$ cat src/rtl/i2c_tgt_pkg.sv
package i2c_tgt_pkg;

   typedef enum logic [2:0] {
      ST_IDLE,
      ST_CTRL,
      ST_ADDR,
      ST_WR,
      ST_RD
   } tgt_state_e;

   localparam logic [3:0] BITS_PER_BYTE = 4'd8;

endpackage

$ cat src/rtl/i2c_tgt_sync.sv
module i2c_tgt_sync #(
   parameter int STAGES = 2
) (
   input  logic clk,
   input  logic rst_n,
   input  logic d,
   output logic q
);

   generate
      if (STAGES < 2) begin : g_bad_stages
         $error("i2c_tgt_sync: STAGES must be at least 2");
      end
   endgenerate

   logic [STAGES-1:0] stg;

   // Lines idle high, so the chain resets to ones.
   always_ff @(posedge clk or negedge rst_n) begin
      if (!rst_n) stg <= '1;
      else        stg <= {stg[STAGES-2:0], d};
   end

   assign q = stg[STAGES-1];

endmodule

$ cat src/rtl/i2c_tgt_ptr.sv
module i2c_tgt_ptr #(
   parameter int REG_DEPTH = 32,
   parameter int RAM_DEPTH = 64,
   localparam int PTR_W = $clog2(REG_DEPTH + RAM_DEPTH)
) (
   input  logic             clk,
   input  logic             rst_n,
   input  logic             load,
   input  logic [PTR_W-1:0] load_val,
   input  logic             inc,
   output logic [PTR_W-1:0] ptr
);

   localparam logic [PTR_W-1:0] REG_LAST  = PTR_W'(REG_DEPTH - 1);
   localparam logic [PTR_W-1:0] RAM_FIRST = PTR_W'(REG_DEPTH);
   localparam logic [PTR_W-1:0] RAM_LAST  = PTR_W'(REG_DEPTH + RAM_DEPTH - 1);

   always_ff @(posedge clk or negedge rst_n) begin
      if (!rst_n) begin
         ptr <= '0;
      end else if (load) begin
         ptr <= load_val;
      end else if (inc) begin
         if (ptr == REG_LAST)      ptr <= '0;
         else if (ptr == RAM_LAST) ptr <= RAM_FIRST;
         else                      ptr <= ptr + 1'b1;
      end
   end

   p_ptr_in_range_r4 : assert property (@(posedge clk) disable iff (!rst_n)
      ptr <= RAM_LAST);

   p_wrap_reg_r8 : assert property (@(posedge clk) disable iff (!rst_n)
      (inc && !load && ptr == REG_LAST) |=> ptr == '0);

   p_wrap_ram_r8 : assert property (@(posedge clk) disable iff (!rst_n)
      (inc && !load && ptr == RAM_LAST) |=> ptr == RAM_FIRST);

   p_load_inc_excl_r5 : assert property (@(posedge clk) disable iff (!rst_n)
      !(load && inc));

endmodule

$ cat src/rtl/i2c_tgt_ram.sv
module i2c_tgt_ram #(
   parameter int DEPTH = 64,
   localparam int AW = $clog2(DEPTH)
) (
   input  logic          clk,
   input  logic          we,
   input  logic [AW-1:0] addr,
   input  logic [7:0]    wdata,
   output logic [7:0]    rdata
);

   logic [7:0] mem [DEPTH];

   // No reset: contents are undefined until written.
   always_ff @(posedge clk) begin
      if (we) mem[addr] <= wdata;
   end

   assign rdata = mem[addr];

endmodule

$ cat src/rtl/i2c_reg_target.sv
module i2c_reg_target #(
   parameter logic [6:0] DEV_ADDR    = 7'b1101111,
   parameter int         REG_DEPTH   = 32,
   parameter int         RAM_DEPTH   = 64,
   parameter int         SYNC_STAGES = 2,
   localparam int        REG_AW      = $clog2(REG_DEPTH)
) (
   input  logic              clk,
   input  logic              rst_n,
   input  logic              scl_in,
   input  logic              sda_in,
   output logic              sda_oe,
   output logic              reg_wr,
   output logic              reg_rd,
   output logic [REG_AW-1:0] reg_addr,
   output logic [7:0]        reg_wdata,
   input  logic [7:0]        reg_rdata
);
   import i2c_tgt_pkg::*;

   localparam int PTR_W  = $clog2(REG_DEPTH + RAM_DEPTH);
   localparam int RAM_AW = $clog2(RAM_DEPTH);
   localparam logic [7:0] TOP_ADDR = 8'(REG_DEPTH + RAM_DEPTH - 1);

   generate
      if (PTR_W > 8) begin : g_bad_span
         $error("i2c_reg_target: address span exceeds one address byte");
      end
      if ((1 << REG_AW) != REG_DEPTH) begin : g_bad_reg
         $error("i2c_reg_target: REG_DEPTH must be a power of two");
      end
      if (RAM_DEPTH < 2) begin : g_bad_ram
         $error("i2c_reg_target: RAM_DEPTH must be at least 2");
      end
   endgenerate

   // Line conditioning and edge detection
   logic scl_s, sda_s, scl_q, sda_q;

   i2c_tgt_sync #(.STAGES(SYNC_STAGES)) u_sync_scl (
      .clk(clk), .rst_n(rst_n), .d(scl_in), .q(scl_s));
   i2c_tgt_sync #(.STAGES(SYNC_STAGES)) u_sync_sda (
      .clk(clk), .rst_n(rst_n), .d(sda_in), .q(sda_s));

   always_ff @(posedge clk or negedge rst_n) begin
      if (!rst_n) begin
         scl_q <= 1'b1;
         sda_q <= 1'b1;
      end else begin
         scl_q <= scl_s;
         sda_q <= sda_s;
      end
   end

   logic start_c, stop_c, scl_rise, scl_fall;
   assign start_c  = scl_s & scl_q & sda_q & ~sda_s;
   assign stop_c   = scl_s & scl_q & ~sda_q & sda_s;
   assign scl_rise = scl_s & ~scl_q;
   assign scl_fall = ~scl_s & scl_q;

   // Byte engine state
   tgt_state_e st;
   logic [3:0] cnt;
   logic       in_ack;
   logic [7:0] sh;
   logic       rw;
   logic       mack;
   logic       oe;

   logic [PTR_W-1:0] ptr;
   logic [7:0]       ram_rdata;
   logic [7:0]       rd_byte;
   logic             in_reg, rx_state, ctrl_ok, addr_ok;
   logic             ack_open, ack_close, wr_fire, load_rd, ptr_load, ram_we;

   assign in_reg    = ptr < PTR_W'(REG_DEPTH);
   assign rx_state  = (st == ST_CTRL) || (st == ST_ADDR) || (st == ST_WR);
   assign ctrl_ok   = sh[7:1] == DEV_ADDR;
   assign addr_ok   = sh <= TOP_ADDR;
   assign ack_open  = scl_fall && rx_state && (cnt == BITS_PER_BYTE) && !in_ack;
   assign ack_close = scl_fall && rx_state && in_ack;
   assign wr_fire   = ack_open && (st == ST_WR);
   assign load_rd   = (ack_close && (st == ST_CTRL) && rw) ||
                      (scl_fall && (st == ST_RD) && in_ack && mack);
   assign ptr_load  = ack_open && (st == ST_ADDR) && addr_ok;
   assign ram_we    = wr_fire && !in_reg;
   assign rd_byte   = in_reg ? reg_rdata : ram_rdata;

   assign reg_wr    = wr_fire && in_reg;
   assign reg_rd    = load_rd && in_reg;
   assign reg_addr  = ptr[REG_AW-1:0];
   assign reg_wdata = sh;
   assign sda_oe    = oe;

   i2c_tgt_ptr #(.REG_DEPTH(REG_DEPTH), .RAM_DEPTH(RAM_DEPTH)) u_ptr (
      .clk(clk), .rst_n(rst_n), .load(ptr_load), .load_val(sh[PTR_W-1:0]),
      .inc(wr_fire || load_rd), .ptr(ptr));

   i2c_tgt_ram #(.DEPTH(RAM_DEPTH)) u_ram (
      .clk(clk), .we(ram_we), .addr(RAM_AW'(ptr - PTR_W'(REG_DEPTH))),
      .wdata(sh), .rdata(ram_rdata));

   always_ff @(posedge clk or negedge rst_n) begin
      if (!rst_n) begin
         st     <= ST_IDLE;
         cnt    <= '0;
         in_ack <= 1'b0;
         sh     <= '0;
         rw     <= 1'b0;
         mack   <= 1'b0;
         oe     <= 1'b0;
      end else if (start_c) begin
         st     <= ST_CTRL;
         cnt    <= '0;
         in_ack <= 1'b0;
         oe     <= 1'b0;
      end else if (stop_c) begin
         st     <= ST_IDLE;
         in_ack <= 1'b0;
         oe     <= 1'b0;
      end else begin
         case (st)
            ST_CTRL, ST_ADDR, ST_WR: begin
               if (scl_rise && !in_ack && cnt < BITS_PER_BYTE) begin
                  sh  <= {sh[6:0], sda_s};
                  cnt <= cnt + 1'b1;
               end else if (ack_open) begin
                  if ((st == ST_CTRL && !ctrl_ok) || (st == ST_ADDR && !addr_ok)) begin
                     st <= ST_IDLE;
                  end else begin
                     oe     <= 1'b1;
                     in_ack <= 1'b1;
                     if (st == ST_CTRL) rw <= sh[0];
                  end
               end else if (ack_close) begin
                  in_ack <= 1'b0;
                  cnt    <= '0;
                  oe     <= 1'b0;
                  if (st == ST_CTRL && rw) begin
                     st <= ST_RD;
                     sh <= rd_byte;
                     oe <= ~rd_byte[7];
                  end else if (st == ST_CTRL) begin
                     st <= ST_ADDR;
                  end else begin
                     st <= ST_WR;
                  end
               end
            end
            ST_RD: begin
               if (scl_rise && !in_ack) begin
                  cnt <= cnt + 1'b1;
               end else if (scl_rise && in_ack) begin
                  mack <= ~sda_s;
               end else if (scl_fall) begin
                  if (in_ack) begin
                     in_ack <= 1'b0;
                     if (mack) begin
                        sh  <= rd_byte;
                        oe  <= ~rd_byte[7];
                        cnt <= '0;
                     end else begin
                        oe <= 1'b0;
                        st <= ST_IDLE;
                     end
                  end else if (cnt == BITS_PER_BYTE) begin
                     oe     <= 1'b0;
                     in_ack <= 1'b1;
                  end else begin
                     sh <= {sh[6:0], 1'b0};
                     oe <= ~sh[6];
                  end
               end
            end
            default: ;
         endcase
      end
   end

   p_oe_steady_scl_high_r9 : assert property (@(posedge clk) disable iff (!rst_n)
      (scl_s && scl_q) |-> oe == $past(oe));

   p_stop_releases_r7 : assert property (@(posedge clk) disable iff (!rst_n)
      stop_c |=> !oe);

   p_idle_quiet_r2 : assert property (@(posedge clk) disable iff (!rst_n)
      (st == ST_IDLE) |-> !reg_wr && !reg_rd);

   p_strobe_one_clock_r10 : assert property (@(posedge clk) disable iff (!rst_n)
      reg_rd |=> !reg_rd);

endmodule

$ cat config.mk
export PLATFORM = sky130hd
export DESIGN_NAME = i2c_reg_target
export DESIGN_NICKNAME = d
export VERILOG_FILES = /design/src/rtl/i2c_tgt_pkg.sv /design/src/rtl/i2c_tgt_sync.sv /design/src/rtl/i2c_tgt_ptr.sv /design/src/rtl/i2c_tgt_ram.sv /design/src/rtl/i2c_reg_target.sv
export SDC_FILE = /design/constraint.sdc
export NUM_CORES = 1
export LEC_CHECK = 0
export ABC_AREA = 1
export CAP_MARGIN = 10
export CORE_MARGIN = 5
export CORE_UTILIZATION = 50
export DETAILED_ROUTE_END_ITERATION = 7
export PLACE_DENSITY_LB_ADDON = 0.08
export RECOVER_POWER = 100
export SLEW_MARGIN = 20
export SYNTH_ARGS = -nofsm -noshare
export SYNTH_HDL_FRONTEND = slang
export SYNTH_SLANG_ARGS = --single-unit
$ cat constraint.sdc
create_clock -name clk -period 2.9 [get_ports clk]
set_input_delay 0.29 -clock clk [delete_from_list [all_inputs] [get_ports clk]]
set_output_delay 0.29 -clock clk [all_outputs]
set_load 0.02 [all_outputs]
Word-level counts from Yosys, hierarchy flattened:

Memories as Yosys holds them, arrays and structs flattened.
Cells that the tools add are included.

* register bits after elaboration: 32
* memory bits (writable): 512
* input bits: 12
* output and inout bits: 16
* word-level logic and storage cells: 178
* memories kept: 1

Memory list
* u_ram.mem: depth 64, width 8, read ports 1, clocked after memory_dff 0, write ports 1, RTL line i2c_tgt_ram.sv:12 `logic [7:0] mem [DEPTH];`

* add/subtract/negate cells: 3
* $lt $le $gt $ge: 3
* equality and inequality tests: 32
* mux-type cells: 68
* bitwise operators: 18
* reductions and logical operators: 41

Operators with widths (number)
* two-way mux 8 bit: 11
* two-way mux 4 bit: 10
* two-way mux 3 bit: 12
* != test 4 bit, second input constant: 9
* two-way mux 7 bit: 4
* two-way mux 1 bit: 26
* logical AND 1 bit: 21
* one-hot mux 8 bit (2 select lines): 1
* != test 3 bit, second input constant: 5
* != test 5 bit, second input constant: 3
* == test 7 bit, second input constant: 2
* AND reduction 7 bit: 2
* != test 4 x 3 -> 1 bit, second input constant: 3
* NOT 1 bit: 11
* AND reduction 11 bit: 1
* AND reduction 9 bit: 1
* less-or-equal comparator 8 x 7 -> 1 bit, second input constant: 1
* != test 2 bit, second input constant: 4
* one-hot mux 4 bit (2 select lines): 1
* AND reduction 8 bit: 1
* adder 7 x 1 -> 7 bit, second input constant: 1
* AND 1 bit: 7
* == test 7 x 5 -> 1 bit, second input constant: 1
* less-than comparator 7 x 6 -> 1 bit, second input constant: 1
* other kinds (16): 26

Depth between registers and ports, before layout:

An unclocked memory read counts as a cell.

* depth after elaboration: 12
* gate-level depth with buffers: 15

Cells and area by module:

Synthesis repeated with hierarchy kept, for this count alone.

* cells, all modules: 2458
* area total of the unflattened synthesis: 23930.5 sq um

By module, submodules not included
* i2c_tgt_ram: times used 1, cells an instance 2162, area an instance 21823.4 sq um, sequential area each 15374.7 sq um
* i2c_reg_target: times used 1, cells an instance 226, area an instance 1531.5 sq um, sequential area each 528.0 sq um
* i2c_tgt_ptr: times used 1, cells an instance 66, area an instance 470.5 sq um, sequential area each 175.2 sq um
* i2c_tgt_sync: times used 2, cells an instance 2, area an instance 52.6 sq um, sequential area each 52.6 sq um

Worst setup path after synthesis:

OpenSTA, ideal clock, no wires.

* path kind: reg2reg
* from: register sh[6], in the netlist reg_wdata[6]
* to: register st[2]
* arrival time: 2238 ps
* required time: 2774 ps
* setup slack: 536 ps
* stages on the path, launching flop included: 8
* buffers on the path: 0
* path through: dfrtp_1 -> a21oi_1 -> o21ai_1 -> o22ai_1 -> nor2_1 -> nor2_1 -> nand2_1 -> o21ai_0

* longest elaborated chain between the ends: 6
* elaborated cells between the ends (all ways): 9
* those cells by class: order compare (1); eq/ne (2); reduce/logical (6)

RTL lines
* start, declared: RTL line i2c_reg_target.sv:65 `logic [7:0] sh;`
* start signal, assigned: RTL line i2c_reg_target.sv:125 `sh <= {sh[6:0], sda_s};`
* start signal, assigned: RTL line i2c_reg_target.sv:141 `sh <= rd_byte;`
* start signal, assigned: RTL line i2c_reg_target.sv:159 `sh <= rd_byte;`
* less-or-equal comparator 8 x 7 -> 1 bit or == test 7 bit (tied branches): RTL line i2c_reg_target.sv:79, i2c_reg_target.sv:78
* zero test 1 bit: RTL line i2c_reg_target.sv:128 `if ((st == ST_CTRL && !ctrl_ok) || (st == ST_ADDR && !addr_ok)) begin`
* logical AND 1 bit: RTL line i2c_reg_target.sv:128
* logical OR 1 bit (*): RTL line i2c_reg_target.sv:128
* != test 5 bit (no line) (*)
* AND reduction 9 bit (no line) (*)
* end signal, assigned: RTL line i2c_reg_target.sv:129 `st <= ST_IDLE;`
* end signal, assigned: RTL line i2c_reg_target.sv:140 `st <= ST_RD;`
* end signal, assigned: RTL line i2c_reg_target.sv:144 `st <= ST_ADDR;`
* end, declared: RTL line i2c_reg_target.sv:62 `tgt_state_e st;`

Mark *: on every way between the ends. The rest lies on a longest branch, timed or not.
A chain may end at the register's enable or synchronous reset.

Worst setup path after layout:

* from: register u_ptr.ptr[1]
* to: output reg_addr[1]

RTL lines
* start, declared: RTL line i2c_tgt_ptr.sv:11 `output logic [PTR_W-1:0] ptr`
* start signal, assigned: RTL line i2c_tgt_ptr.sv:22 `ptr <= load_val;`
* start signal, assigned: RTL line i2c_tgt_ptr.sv:26 `else ptr <= ptr + 1'b1;`
* end, declared: RTL line i2c_reg_target.sv:15 `output logic [REG_AW-1:0] reg_addr,`

No word-level cell between the ends.

==> results.md <==
- CP Launch Type: flip-flop
- Row cnt: 79
- Leak: 11.1 nW
- CTS tree: done
- Ratio of final minimum period to clock period: 0.970
- Fill cells: 4069
- Seq. cell area: 16200 sq um
- First-pass GRT wire length: 97500 microns
- Multi-input logic area: 6490 sq um
- Post-Synth XOR/XNOR Area: 0.000372
- Per-cell routed wire length: 20.6 microns
- Worst VDD drop: 593 uV
- Hold WC Path Type: in -> async
- Post-synthesis mux area share: 0.000425
- Post-synthesis adder-cell area fraction: 0.00159
- Clock skew: 24.0 ps
- Count of input and output buffers: 27
- Initial Utilization: 0.506
- Slowest cell delay on critical path: 700 ps
- Via count: 16600
- Failing checks: max-capacitance violations, max-slew violations
- Number of max-cap violations: 2
- Initial antenna violation count: 0
- Crit-path cells: buf_6 > clkdlybuf4s50_1
- Pwr Density: 702 nW/um^2
- YS warnings: 0
- Largest net degree at the start of global routing: 103
- WP data arrival: 2520 ps
- Final Slew Violations: 128
- Synth Register Bits: 544
- Min Tclk post-route: 2810 ps
- Grt total ovfl: 0
- CP Max Fanout: 47
- DIE AREA: 51600 sq um
- Depth of the CTS H-tree: 2
- # DRC: 0
- # setup viols final: 0
- Worst setup margin: 87.8 ps
- Slew headroom: -0.193
- Post-synthesis compound-gate area fraction: 0.0159
- GP Congestion: 0.952
- Crit path launch: u_ptr.ptr[1]
- Max Clk Rate: 0.356 GHz
- Outcome: complete, but fails checks
- WHS: 217 ps
- Worst Setup Path Type: reg -> out
- Antenna fix cells: 0
- Mean Syn Cell Area: 10.1 sq um
- 1st-iter DRT viols: 1471
- CTS clk-pin slew, worst paths: 60 ps
- Worst skew pair latency: 610 ps
- Sequential area share after synthesis: 0.687
- Layout cells sized above 1: 0.0967
- P&R area growth vs syn: 14.2%
- Vias/cell: 5.35
- CP bufs+invs: 2
- Syn nets: 2359
- HPWL after detailed placement: 39400 microns
- Worst r2r dst: u_ram.mem[22][0]
- FF-to-FF Start: cnt[0]
- GRT Util Overall: 0.250
- Synthesized cell area: 23600 sq um
- CP Capture Type: output pin
- Largest family of logic cells by synthesized area: simple AND/OR/NAND/NOR gates
- Clock sinks: 544
- Worst path top cell family by delay: buffers and inverters
- Slowest cell on the critical path: clkdlybuf4s50_1
- Worst Path Required: 2610 ps
- Simple-gate area share of the yosys netlist: 0.256
- CTS Buf Count: 56
- R2r setup slk: 150 ps
- Post-route antenna net violation count: 0
- CTS root buffer: clkbuf_16
- Die width: 227 microns
- Nets@finish: 2475
- Final hold viol count: 0
- Core box area: 46600 sq um
- Mapped Cells: 2344
- Drt pass-1 iters: 5
- Slew @ Worst Pin: 1790 ps
- Vias in the first global route: 16100
- Clock Tree Buf Depth: 3
- I/O pin total: 28
- Netlist cell types: 35
- Reg2Reg Depth: 11
- Die boundary height: 227 microns
- Post-CTS Hold Buffers: 0
- Pre-CTS WS: -26.0 ps
- Routed wire length: 64000 microns
where the power goes:
group          internal, mW  switching (mW)
registers              9.78           0.316
logic                 0.282            1.70
clock network          3.94            2.88
total                  14.0            4.89
timing repair:
action | CTS | global route
setup endpoints to repair | 56 | 112
gates resized for setup | 1 | 7
pin swaps | 1 | 0
setup buffers | 1 | 0
metrics by stage:
| step | utilization | cell area, sq um | setup TNS (ps) | total power, mW | instances |
|---|---|---|---|---|---|
| 5_1_grt | 0.578 | 26900 | -2.21 | 19.5 | 3109 |
| 2_1_floorplan | - | 23600 | 0 | 10.9 | 2344 |
| 3_5_place_dp | 0.542 | 25200 | -719 | 12.3 | 3008 |
| 6_report | 0.578 | 26900 | 0 | 18.9 | 3109 |
| 4_1_cts | 0.579 | 27000 | 0 | 19.1 | 3109 |
| 3_3_place_gp | 0.542 | 25200 | 0 | 12.2 | 3008 |
cell usage in the layout, fill, tap and decap left out, types with 2 or more instances in the layout:
master / netlist / layout
clkbuf_16: 0 / 58
nand3_1: 181 / 177
a21oi_1: 19 / 19
or2_1: 4 / 4
nor3_1: 4 / 4
nand3_2: 0 / 4
nor2_2: 5 / 6
dlygate4sd3_1: 0 / 12
buf_12: 0 / 7
nor2_1: 183 / 182
clkdlybuf4s50_1: 0 / 14
clkbuf_2: 0 / 8
bufinv_16: 0 / 3
inv_2: 7 / 6
nand2_2: 3 / 3
nand2_1: 1121 / 1121
buf_4: 11 / 118
edfxtp_1: 512 / 512
dfstp_1: 0 / 2
clkinv_2: 0 / 11
o21ai_1: 4 / 3
nor2_4: 2 / 2
ha_1: 3 / 3
clkbuf_1: 18 / 27
dfrtp_2: 0 / 4
clkinv_1: 0 / 6
inv_1: 94 / 94
dfrtp_1: 26 / 21
dfstp_2: 6 / 4
o21ai_0: 22 / 23
nand4_1: 12 / 12
o211ai_1: 15 / 15
worst max path at each step:
stage | endpoint | cells past startpoint
2_1_floorplan | st[2] | 7
3_3_place_gp | u_ram.mem[30][5] | 10
3_5_place_dp | u_ram.mem[62][1] | 10
4_1_cts | u_ram.mem[6][0] | 11
5_1_grt | u_ram.mem[62][4] | 11
6_report | reg_addr[1] | 2
flip-flops by register name, indices dropped and copies added (netlist names), 2 cells and up:
register        count
cnt                 4
reg_wdata           8
st                  3
u_ptr.ptr           7
u_ram.mem         512
u_sync_scl.stg      2
u_sync_sda.stg      2
layer usage:
metal	vias to the layer above	GRT usage	share of wire
met2	620	0.389	0.46
met1	7982	0.367	0.44
met4	0	0.0664	0.021
met5	-	0	0
li1	7946	-	-
met3	96	0.0460	0.082
cell type report:
class / count / area share
clock buffer: 80 / 0.0574
clock inverter: 20 / 0.00623
inverter: 102 / 0.0145
multi-input combinational: 1589 / 0.241
sequential: 544 / 0.602
tap: 607 / 0.0282
timing repair buffer: 167 / 0.0510
worst reg2reg max path, stage by stage, from the launching register on:
cell     delay [ps]
dfrtp_1         410
inv_1           110
ha_1            160
nand4_1         140
nor2_1          180
nand4_1         180
buf_4           210
nor2_4          210
nand3_2         320
buf_4           280
nor2_1           90
buf_4           180
cells by family after synthesis:
kind of cell	after synthesis
multiplexers	1
XOR/XNOR	1
AND/OR/NAND/NOR	1519
buffers and inverters	211
AO/OA/AOI/OAI	65
adder cells (fa/ha/maj)	3
flip-flops	544
cell usage after synthesis:
cell | n | area (sq um)
nor2_2 | 5 | 31.3
nor3_2 | 1 | 10.0
nor2_4 | 2 | 22.5
clkbuf_1 | 18 | 67.6
buf_2 | 67 | 335
nand3_1 | 181 | 906
o31ai_1 | 1 | 7.51
a31oi_1 | 1 | 6.26
inv_4 | 1 | 6.26
nand2_1 | 1121 | 4210
dfrtp_1 | 26 | 651
inv_2 | 7 | 26.3
o21a_1 | 1 | 7.51
inv_1 | 94 | 353
edfxtp_1 | 512 | 15400
ha_1 | 3 | 37.5
o22ai_1 | 1 | 6.26
nand4_1 | 12 | 75.1
buf_1 | 13 | 48.8
o21ai_1 | 4 | 20.0
xor2_1 | 1 | 8.76
or2_1 | 4 | 25.0
nand2_2 | 3 | 18.8
buf_4 | 11 | 82.6
a21oi_1 | 19 | 95.1
o211ai_1 | 15 | 113
nand3b_1 | 1 | 7.51
a32oi_1 | 1 | 8.76
nor2_8 | 1 | 20.0
nor2_1 | 183 | 687
or2_2 | 1 | 6.26
o21ai_0 | 22 | 110
mux2i_1 | 1 | 10.0
dfstp_2 | 6 | 158
nor3_1 | 4 | 20.0
Power figures use the tool's default switching activity.
